## src/rtl/addsub_flags_pkg.sv

```systemverilog
package addsub_flags_pkg;

    typedef enum logic [1:0] {
        OP_ADD = 2'b00,
        OP_ADC = 2'b01,
        OP_SUB = 2'b10,
        OP_SBB = 2'b11
    } arith_op_e;

    typedef struct packed {
        logic neg;
        logic zero;
        logic carry;
        logic ovf;
    } cond_flags_t;

    localparam cond_flags_t FLAGS_CLEAR = '{neg: 1'b0, zero: 1'b0, carry: 1'b0, ovf: 1'b0};

    function automatic logic op_is_sub(input arith_op_e op);
        return (op == OP_SUB) || (op == OP_SBB);
    endfunction

    function automatic logic op_is_chained(input arith_op_e op);
        return (op == OP_ADC) || (op == OP_SBB);
    endfunction

endpackage

```

## src/rtl/addsub_operand_prep.sv

```systemverilog
module addsub_operand_prep
    import addsub_flags_pkg::*;
#(
    parameter int WIDTH = 32
) (
    input  arith_op_e          op,
    input  logic               borrow_mode,
    input  logic               stored_carry,
    input  logic [WIDTH-1:0]   opb_in,
    output logic [WIDTH-1:0]   opb_eff,
    output logic               carry_in
);

    logic sub_op;
    logic chained;
    logic chained_cin;

    assign sub_op  = op_is_sub(op);
    assign chained = op_is_chained(op);

    // A chained subtract under the borrow convention consumes the stored borrow inverted.
    assign chained_cin = (sub_op && borrow_mode) ? ~stored_carry : stored_carry;

    always_comb begin
        opb_eff = sub_op ? ~opb_in : opb_in;
        if (chained) begin
            carry_in = chained_cin;
        end else begin
            carry_in = sub_op;
        end
    end

endmodule

```

## src/rtl/addsub_core.sv

```systemverilog
module addsub_core #(
    parameter int WIDTH = 32
) (
    input  logic [WIDTH-1:0] a,
    input  logic [WIDTH-1:0] b,
    input  logic             cin,
    output logic [WIDTH-1:0] sum,
    output logic             carry_msb_in,
    output logic             carry_out
);

    localparam int LOW_W = WIDTH - 1;

    logic [LOW_W:0] low_sum;
    logic [1:0]     top_sum;

    // Split the adder so the carry entering the top bit is visible for overflow detection.
    assign low_sum      = {1'b0, a[LOW_W-1:0]} + {1'b0, b[LOW_W-1:0]} + {{LOW_W{1'b0}}, cin};
    assign carry_msb_in = low_sum[LOW_W];
    assign top_sum      = {1'b0, a[WIDTH-1]} + {1'b0, b[WIDTH-1]} + {1'b0, carry_msb_in};
    assign carry_out    = top_sum[1];
    assign sum          = {top_sum[0], low_sum[LOW_W-1:0]};

endmodule

```

## src/rtl/addsub_flag_reg.sv

```systemverilog
module addsub_flag_reg
    import addsub_flags_pkg::*;
#(
    parameter int WIDTH = 32
) (
    input  logic             clk,
    input  logic             rst,
    input  logic             update,
    input  arith_op_e        op,
    input  logic             borrow_mode,
    input  logic [WIDTH-1:0] sum,
    input  logic             carry_msb_in,
    input  logic             carry_out,
    output cond_flags_t      flags_q
);

    cond_flags_t flags_d;

    always_comb begin
        flags_d.neg   = sum[WIDTH-1];
        flags_d.zero  = (sum == '0);
        flags_d.carry = (op_is_sub(op) && borrow_mode) ? ~carry_out : carry_out;
        flags_d.ovf   = carry_msb_in ^ carry_out;
    end

    always_ff @(posedge clk) begin
        if (rst) begin
            flags_q <= FLAGS_CLEAR;
        end else if (update) begin
            flags_q <= flags_d;
        end
    end

endmodule

```

## src/rtl/addsub_flags.sv

```systemverilog
module addsub_flags
    import addsub_flags_pkg::*;
#(
    parameter int WIDTH = 32
) (
    input  logic             clk,
    input  logic             rst,
    input  logic             op_valid,
    input  logic [1:0]       op_sel,
    input  logic             borrow_mode,
    input  logic [WIDTH-1:0] opa,
    input  logic [WIDTH-1:0] opb,
    output logic [WIDTH-1:0] result,
    output logic             flag_n,
    output logic             flag_z,
    output logic             flag_c,
    output logic             flag_v
);

    arith_op_e        op;
    logic [WIDTH-1:0] opb_eff;
    logic             cin;
    logic             c_msb;
    logic             c_out;
    cond_flags_t      flags;

    assign op = arith_op_e'(op_sel);

    generate
        if (WIDTH < 2) begin : g_bad_width
            initial $error("addsub_flags: WIDTH must be at least 2");
        end
    endgenerate

    addsub_operand_prep #(.WIDTH(WIDTH)) u_prep (
        .op           (op),
        .borrow_mode  (borrow_mode),
        .stored_carry (flags.carry),
        .opb_in       (opb),
        .opb_eff      (opb_eff),
        .carry_in     (cin)
    );

    addsub_core #(.WIDTH(WIDTH)) u_core (
        .a            (opa),
        .b            (opb_eff),
        .cin          (cin),
        .sum          (result),
        .carry_msb_in (c_msb),
        .carry_out    (c_out)
    );

    addsub_flag_reg #(.WIDTH(WIDTH)) u_flags (
        .clk          (clk),
        .rst          (rst),
        .update       (op_valid),
        .op           (op),
        .borrow_mode  (borrow_mode),
        .sum          (result),
        .carry_msb_in (c_msb),
        .carry_out    (c_out),
        .flags_q      (flags)
    );

    assign flag_n = flags.neg;
    assign flag_z = flags.zero;
    assign flag_c = flags.carry;
    assign flag_v = flags.ovf;

endmodule

```

## config.mk

```make
export PLATFORM = sky130hd
export DESIGN_NAME = addsub_flags
export DESIGN_NICKNAME = d
export VERILOG_FILES = /design/src/rtl/addsub_flags_pkg.sv /design/src/rtl/addsub_operand_prep.sv /design/src/rtl/addsub_core.sv /design/src/rtl/addsub_flag_reg.sv /design/src/rtl/addsub_flags.sv
export SDC_FILE = /design/constraint.sdc
export NUM_CORES = 1
export LEC_CHECK = 0
export CORE_MARGIN = 2
export CORE_UTILIZATION = 30
export CTS_BUF_LIST = sky130_fd_sc_hd__clkbuf_2
export DETAILED_ROUTE_END_ITERATION = 7
export MAX_ROUTING_LAYER = met4
export PLACE_DENSITY = 0.64
export REMOVE_ABC_BUFFERS = 1
export SLEW_MARGIN = 20
export SYNTH_ARGS = -nofsm -noshare
export SYNTH_HDL_FRONTEND = slang
export SYNTH_SLANG_ARGS = --single-unit
export TNS_END_PERCENT = 10
```

## constraint.sdc

```tcl
create_clock -name clk -period 6.5 [get_ports clk]
set_input_delay 0.975 -clock clk [delete_from_list [all_inputs] [get_ports clk]]
set_output_delay 0.975 -clock clk [all_outputs]
set_load 0.01 [all_outputs]
```

After elaboration in Yosys (flattened, before gate mapping)
Cells that the tools add are included.

word-level totals
  word-level logic and storage cells = 23
  register bits = 4
  output and inout port bits = 36
  bits of input ports = 70

operators by class
  $add $sub $neg = 4
  eq/ne operators = 3
  bitwise operators = 4
  reductions and logical operators = 4
  multiplexer cells = 4

operators with widths
  kind                                                 number
  adder 31 x 31 -> 32 bit                              1
  adder 32 x 1 -> 32 bit                               1
  zero test 32 bit                                     1
  2-to-1 mux 32 bit                                    1
  NOT 32 bit                                           1
  equality test 2 bit, second input constant           2
  2-to-1 mux 1 bit                                     3
  adder 1 x 1 -> 2 bit                                 1
  adder 2 x 1 -> 2 bit                                 1
  equality test 2 x 1 -> 1 bit, second input constant  1
  logical OR 1 bit                                     2
  NOT 1 bit                                            2
  logical AND 1 bit                                    1
  XOR 1 bit                                            1

Longest topological paths before layout
  depth after elaboration = 9
  mapped depth = 23

Hierarchy
Synthesis repeated with hierarchy kept, for this count alone.

second synthesis, totals
  cells, all modules = 288
  area, all modules = 2207.1 sq um

by module, submodules not included
  module               instances  area each (sq um)  cells each
  addsub_core          1          1606.5             221
  addsub_operand_prep  1          366.6              40
  addsub_flag_reg      1          234.0              27

Worst setup path before layout
Ideal clock, no wire load.

  path kind = in2reg
  start = in op_sel[1]
  end = reg u_flags.flags_q[2] (netlist bit)
  setup time = 0.069 ns
  path buffers = 2
  slack = 0.504 ns
  cell stages on the path = 22
  data arrival time = 5.927 ns
  cells stage by stage = clkbuf_1 -> clkbuf_1 -> xnor2_1 -> fa_1 -> nand2b_1 -> a211oi_4 -> o21ai_2 -> o21ai_1 -> a211oi_1 -> o31ai_1 -> a21o_1 -> a21oi_1 -> fa_1 -> nand4b_1 -> nor3_1 -> o211ai_1 -> nor4_1 -> or4b_1 -> or4_1 -> nor4_2 -> nand4bb_1 -> o21ai_1

between the ends
  cells in the longest elaborated chain, start to end = 8
  elaborated cells on any way between the ends = 14
  classes of those cells = add/sub: 4; eq/ne: 3; mux: 3; reduce/logical: 4

ends and longest elaborated chain
  item                                                             line                   RTL
  start, declared                                                  addsub_flags.sv:9      input logic [1:0] op_sel,
  branches (longest 7 deep; another with adder 31 x 31 -> 32 bit)  --
  zero test 32 bit (*)                                             addsub_flag_reg.sv:21  flags_d.zero = (sum == '0);
  end signal, assigned                                             addsub_flag_reg.sv:30  flags_q <= flags_d;
  end, declared                                                    addsub_flag_reg.sv:14  output cond_flags_t flags_q

Mark *: on every way between the ends.
A chain may end at the register's enable or synchronous reset.

Worst setup path in the final report
  start = in op_sel[0]
  end = reg u_flags.flags_q[2] (netlist bit)

The elaborated chain is that of the path after synthesis.

==> impl_table.tex <==
\begin{tabular}{lr}
\hline
Metric & Value \\
\hline
\multicolumn{2}{l}{\textbf{Cells and area}} \\
\quad Reg with most FFs & u\_flags.flags\_q \\
\quad Area growth from synthesis to final layout & 50.2\% \\
\quad Number of diodes added for antenna fixing & 0 \\
\quad Final nets & 520 \\
\quad Fraction of layout cells with a size suffix above 1 & 0.0506 \\
\quad Sequential standard cell area & 80.1 µm² \\
\quad Footprint of the multi-input gates & 2140 µm² \\
\quad Final Cell Area & 3480 µm² \\
\quad Post-route non-filler standard cell count & 517 \\
\quad Number of filler instances in the final layout & 801 \\
\quad Largest registers & u\_flags.flags\_q (4) \\
\quad Number of flip-flops under the largest register name & 4 \\
\multicolumn{2}{l}{\textbf{CTS}} \\
\quad Num Clock Sinks & 4 \\
\quad H-tree levels & 1 \\
\quad Bufs on Longest Clock Path & 2 \\
\quad TritonCTS clock tree & built \\
\quad Total clock buffers created by CTS & 3 \\
\quad Hold Buf Count CTS & 0 \\
\quad Clock root cell & sky130\_fd\_sc\_hd\_\_clkbuf\_2 \\
\quad Clk slew on worst S/H paths & 40 ps \\
\quad Clock network latency to the later pin of the worst-skew pair & 200 ps \\
\multicolumn{2}{l}{\textbf{Critical path}} \\
\quad Dominant delay contributor by cell family on the critical path & simple AND/OR/NAND/NOR gates \\
\quad Stages on worst setup path & 23 \\
\quad Highest-delay cell along the critical path & sky130\_fd\_sc\_hd\_\_fa\_1 \\
\quad Critical path peak fanout & 4 \\
\quad Worst Path Arrival & 6190 ps \\
\quad Required time worst endpoint & 6630 ps \\
\quad Crit path largest cell delay & 570 ps \\
\quad Critical Path, Cell by Cell & clkdlybuf4s50\_1 -> nand2b\_1 -> nand3\_1 -> o21ai\_0 -> fa\_1 -> nand2b\_1 -> a211oi\_4 -> o21ai\_2 -> o21ai\_2 -> a211oi\_1 -> o31ai\_2 -> a21o\_1 -> a21oi\_1 -> fa\_1 -> nand4b\_1 -> nor3\_1 -> o211ai\_1 -> nor4\_1 -> or4b\_1 -> or4\_1 -> nor4\_2 -> nand4bb\_1 -> o21ai\_1 \\
\quad Setup crit start kind & input port \\
\quad Type of the worst setup path & input port to flip-flop \\
\quad Type of element capturing the critical path & flip-flop \\
\quad Worst reg-to-reg path cell count & 22 \\
\quad Buffers \& Inverters on Critical Path & 1 \\
\multicolumn{2}{l}{\textbf{Logic synthesis}} \\
\quad Synthesized area & 2310 µm² \\
\quad Average cell area after synthesis & 7.33 µm² \\
\quad Synth cell types & 60 \\
\quad Share of async-settable or async-resettable flops after synthesis & 0 \\
\quad Cell count after synthesis & 316 \\
\quad Number of register bits inferred by synthesis & 4 \\
\quad Sequential-to-total area share from yosys stat & 0.0346 \\
\quad Flip-flop cell with the highest count after synthesis & sky130\_fd\_sc\_hd\_\_dfxtp\_1 \\
\quad Yosys warning count & 0 \\
\quad Number of enable-type register cells in the synthesized netlist & 0 \\
\multicolumn{2}{l}{\textbf{Routing}} \\
\quad First-iteration detailed-routing DRC count & 75 \\
\quad Post-DR vias/cell & 5.12 \\
\quad Post-detailed-route wirelength per cell & 13.7 µm \\
\quad DR pass1 iterations & 4 \\
\quad Antenna viol nets, final & 0 \\
\quad Remaining design rule violation count & 0 \\
\quad Routed WL & 7110 µm \\
\quad Via count & 2648 \\
\multicolumn{2}{l}{\textbf{Placement}} \\
\quad GPL Wtd Cong & 0.889 \\
\quad Pre-CTS WS & 31.9 ps \\
\quad Placed wire-length estimate & 6150 µm \\
\quad Dpl cell area & 3450 µm² \\
\quad Cell count after placement & 514 \\
\quad PortBufs & 105 \\
\multicolumn{2}{l}{\textbf{Timing}} \\
\quad Min Clock Period, post-route & 6060 ps \\
\quad Final clock skew & 3.60 ps \\
\quad Setup repair after global routing missed its margin & false \\
\quad Least setup slack across all paths after layout & 439 ps \\
\quad Finish-stage setup viols & 0 \\
\quad Count of final hold-check violations & 0 \\
\quad Achievable Freq & 165 MHz \\
\quad Slew @ Worst Pin & 585 ps \\
\quad Rel. slew slack & 0.606 \\
\quad Final worst path period share & 0.932 \\
\quad Number of slew-limit violations in the final report & 0 \\
\quad Sum of negative setup slack & 0 ps \\
\multicolumn{2}{l}{\textbf{Global routing}} \\
\quad Grt total ovfl & 0 \\
\quad First-pass GRT wire length & 11400 µm \\
\quad Number of global-route vias before repair & 2550 \\
\quad Antenna violations before repair & 0 \\
\quad Total routing usage reported by global routing & 0.164 \\
\quad Largest net degree at the start of global routing & 12 \\
\multicolumn{2}{l}{\textbf{Floorplanning}} \\
\quad Vertical die dimension & 91.8 µm \\
\quad Starting utilization of the core area & 0.304 \\
\quad Num rows & 32 \\
\quad Number of primary I/O pins & 106 \\
\quad Area of the die & 8430 µm² \\
\quad Placeable Area & 7610 µm² \\
\quad Chip width & 91.8 µm \\
\multicolumn{2}{l}{\textbf{Power}} \\
\quad Overall power consumption & 0.613 mW \\
\quad Leakage power & 1.40 nW \\
\quad Peak supply drop & 0.0983 mV \\
\quad Power per Cell Area & 176 nW/µm² \\
\multicolumn{2}{l}{\textbf{Flow run}} \\
\quad Number of max-cap violations & 0 \\
\multicolumn{2}{l}{\textbf{Worst hold path}} \\
\quad Instance count along the most critical hold path & 2 \\
\quad HP Class & flip-flop to flip-flop \\
\multicolumn{2}{l}{\textbf{Outcome}} \\
\quad Status & complete, no violations \\
\hline
\end{tabular}
per-layer routing:
layer | track usage | share of wire | up-vias
met5 | - | 0 | -
met1 | 0.203 | 0.45 | 1210
met2 | 0.295 | 0.49 | 70
li1 | - | - | 1360
met4 | 0.0286 | 0.013 | 0
met3 | 0.0148 | 0.046 | 8
final cells by class:
type,count,area share
timing repair buffer,108,0.307
multi-input combinational,289,0.617
sequential,4,0.0230
clock buffer,3,0.00432
tap,102,0.0367
inverter,11,0.0119
cells in the mapped netlist, types with 3 or more instances:
| master | count | share of area |
|---|---|---|
| sky130_fd_sc_hd__or4_1 | 3 | 0.0097 |
| sky130_fd_sc_hd__xnor2_1 | 17 | 0.064 |
| sky130_fd_sc_hd__o21ai_0 | 15 | 0.032 |
| sky130_fd_sc_hd__nand4_1 | 5 | 0.014 |
| sky130_fd_sc_hd__nor4_1 | 3 | 0.0081 |
| sky130_fd_sc_hd__fa_1 | 3 | 0.026 |
| sky130_fd_sc_hd__nand3_1 | 4 | 0.0086 |
| sky130_fd_sc_hd__a211o_1 | 4 | 0.015 |
| sky130_fd_sc_hd__or3_1 | 4 | 0.011 |
| sky130_fd_sc_hd__nand2b_1 | 3 | 0.0081 |
| sky130_fd_sc_hd__dfxtp_1 | 4 | 0.035 |
| sky130_fd_sc_hd__nor3_1 | 7 | 0.015 |
| sky130_fd_sc_hd__and2_1 | 3 | 0.0081 |
| sky130_fd_sc_hd__ha_1 | 30 | 0.16 |
| sky130_fd_sc_hd__xor2_1 | 42 | 0.16 |
| sky130_fd_sc_hd__a21oi_1 | 35 | 0.076 |
| sky130_fd_sc_hd__o21ai_1 | 8 | 0.017 |
| sky130_fd_sc_hd__nor2_1 | 19 | 0.031 |
| sky130_fd_sc_hd__a211oi_1 | 7 | 0.023 |
| sky130_fd_sc_hd__clkbuf_1 | 7 | 0.011 |
| sky130_fd_sc_hd__a31oi_1 | 3 | 0.0081 |
| sky130_fd_sc_hd__o211ai_1 | 3 | 0.0097 |
| sky130_fd_sc_hd__inv_1 | 11 | 0.018 |
| sky130_fd_sc_hd__o21a_1 | 3 | 0.0097 |
| sky130_fd_sc_hd__nand2_1 | 23 | 0.037 |
| sky130_fd_sc_hd__a21o_1 | 8 | 0.026 |
worst register-to-register path: stages (launching register included):
cell	delay (ps)
sky130_fd_sc_hd__dfxtp_1	350
sky130_fd_sc_hd__nand2_1	70
sky130_fd_sc_hd__nand3_1	80
sky130_fd_sc_hd__o21ai_0	100
sky130_fd_sc_hd__fa_1	390
sky130_fd_sc_hd__nand2b_1	210
sky130_fd_sc_hd__a211oi_4	290
sky130_fd_sc_hd__o21ai_2	140
sky130_fd_sc_hd__o21ai_2	230
sky130_fd_sc_hd__a211oi_1	150
sky130_fd_sc_hd__o31ai_2	340
sky130_fd_sc_hd__a21o_1	160
sky130_fd_sc_hd__a21oi_1	110
sky130_fd_sc_hd__fa_1	570
sky130_fd_sc_hd__nand4b_1	100
sky130_fd_sc_hd__nor3_1	180
sky130_fd_sc_hd__o211ai_1	120
sky130_fd_sc_hd__nor4_1	190
sky130_fd_sc_hd__or4b_1	460
sky130_fd_sc_hd__or4_1	450
sky130_fd_sc_hd__nor4_2	150
sky130_fd_sc_hd__nand4bb_1	130
sky130_fd_sc_hd__o21ai_1	120
per-stage QoR:
step | hold WS [ps] | utilization
6_report | 437 | 0.457
2_1_floorplan | 470 | -
3_3_place_gp | 442 | 0.454
3_5_place_dp | 437 | 0.454
5_1_grt | 463 | 0.457
4_1_cts | 442 | 0.456
kinds of logic (layout without fill, tap and decap cells):
group                      after synthesis  in the layout  synth area share
AOI/OAI and AO/OA                      106            106             0.299
DFF                                      4              4            0.0346
buffers and inverters                   23            122            0.0432
and+or+nand+nor                         89             89             0.203
adders and majority gates               33             33             0.188
xor gates and xnor gates                59             59             0.223
muxes                                    2              2           0.00919
power by group:
group	internal, mW	switching (mW)	total, mW	leakage (nW)
Combinational	0.286	0.277	0.563	1.35
Clock	0.0124	0.00936	0.0218	0.0125
Sequential	0.0269	0.00135	0.0283	0.0329
final timing paths:
check             slack [ps]                from            endpoint
setup reg to reg        1350  u_flags.flags_q[1]  u_flags.flags_q[2]
hold reg to reg          440  u_flags.flags_q[2]  u_flags.flags_q[2]
hold / removal           440  u_flags.flags_q[2]  u_flags.flags_q[2]
setup / recovery         440           op_sel[0]  u_flags.flags_q[2]
cell usage in the layout, fill, tap and decap left out, types with 3 or more instances in the layout:
master                            count
sky130_fd_sc_hd__dfxtp_1              4
sky130_fd_sc_hd__or3_1                4
sky130_fd_sc_hd__nand2_1             23
sky130_fd_sc_hd__xor2_1              42
sky130_fd_sc_hd__or4_1                3
sky130_fd_sc_hd__xnor2_1             17
sky130_fd_sc_hd__o211ai_1             3
sky130_fd_sc_hd__a31oi_1              3
sky130_fd_sc_hd__a211o_1              4
sky130_fd_sc_hd__nand2b_1             3
sky130_fd_sc_hd__o21a_1               3
sky130_fd_sc_hd__ha_1                30
sky130_fd_sc_hd__nor2_1              19
sky130_fd_sc_hd__nor3_1               7
sky130_fd_sc_hd__nand4_1              5
sky130_fd_sc_hd__clkdlybuf4s50_1    104
sky130_fd_sc_hd__buf_4                3
sky130_fd_sc_hd__nand3_1              4
sky130_fd_sc_hd__clkbuf_2             3
sky130_fd_sc_hd__inv_1               11
sky130_fd_sc_hd__nor4_1               3
sky130_fd_sc_hd__and2_1               3
sky130_fd_sc_hd__o21ai_1              7
sky130_fd_sc_hd__a21oi_1             35
sky130_fd_sc_hd__a211oi_1             7
sky130_fd_sc_hd__o21ai_2              3
sky130_fd_sc_hd__fa_1                 3
sky130_fd_sc_hd__o21ai_0             15
sky130_fd_sc_hd__a21o_1               8
timing repair:
item                       4_1_cts  5_1_grt
resized for setup                0        2
setup buffers                    0        0
setup endpoints to repair        0        1
Note: power is estimated with default switching activity, not from simulation.
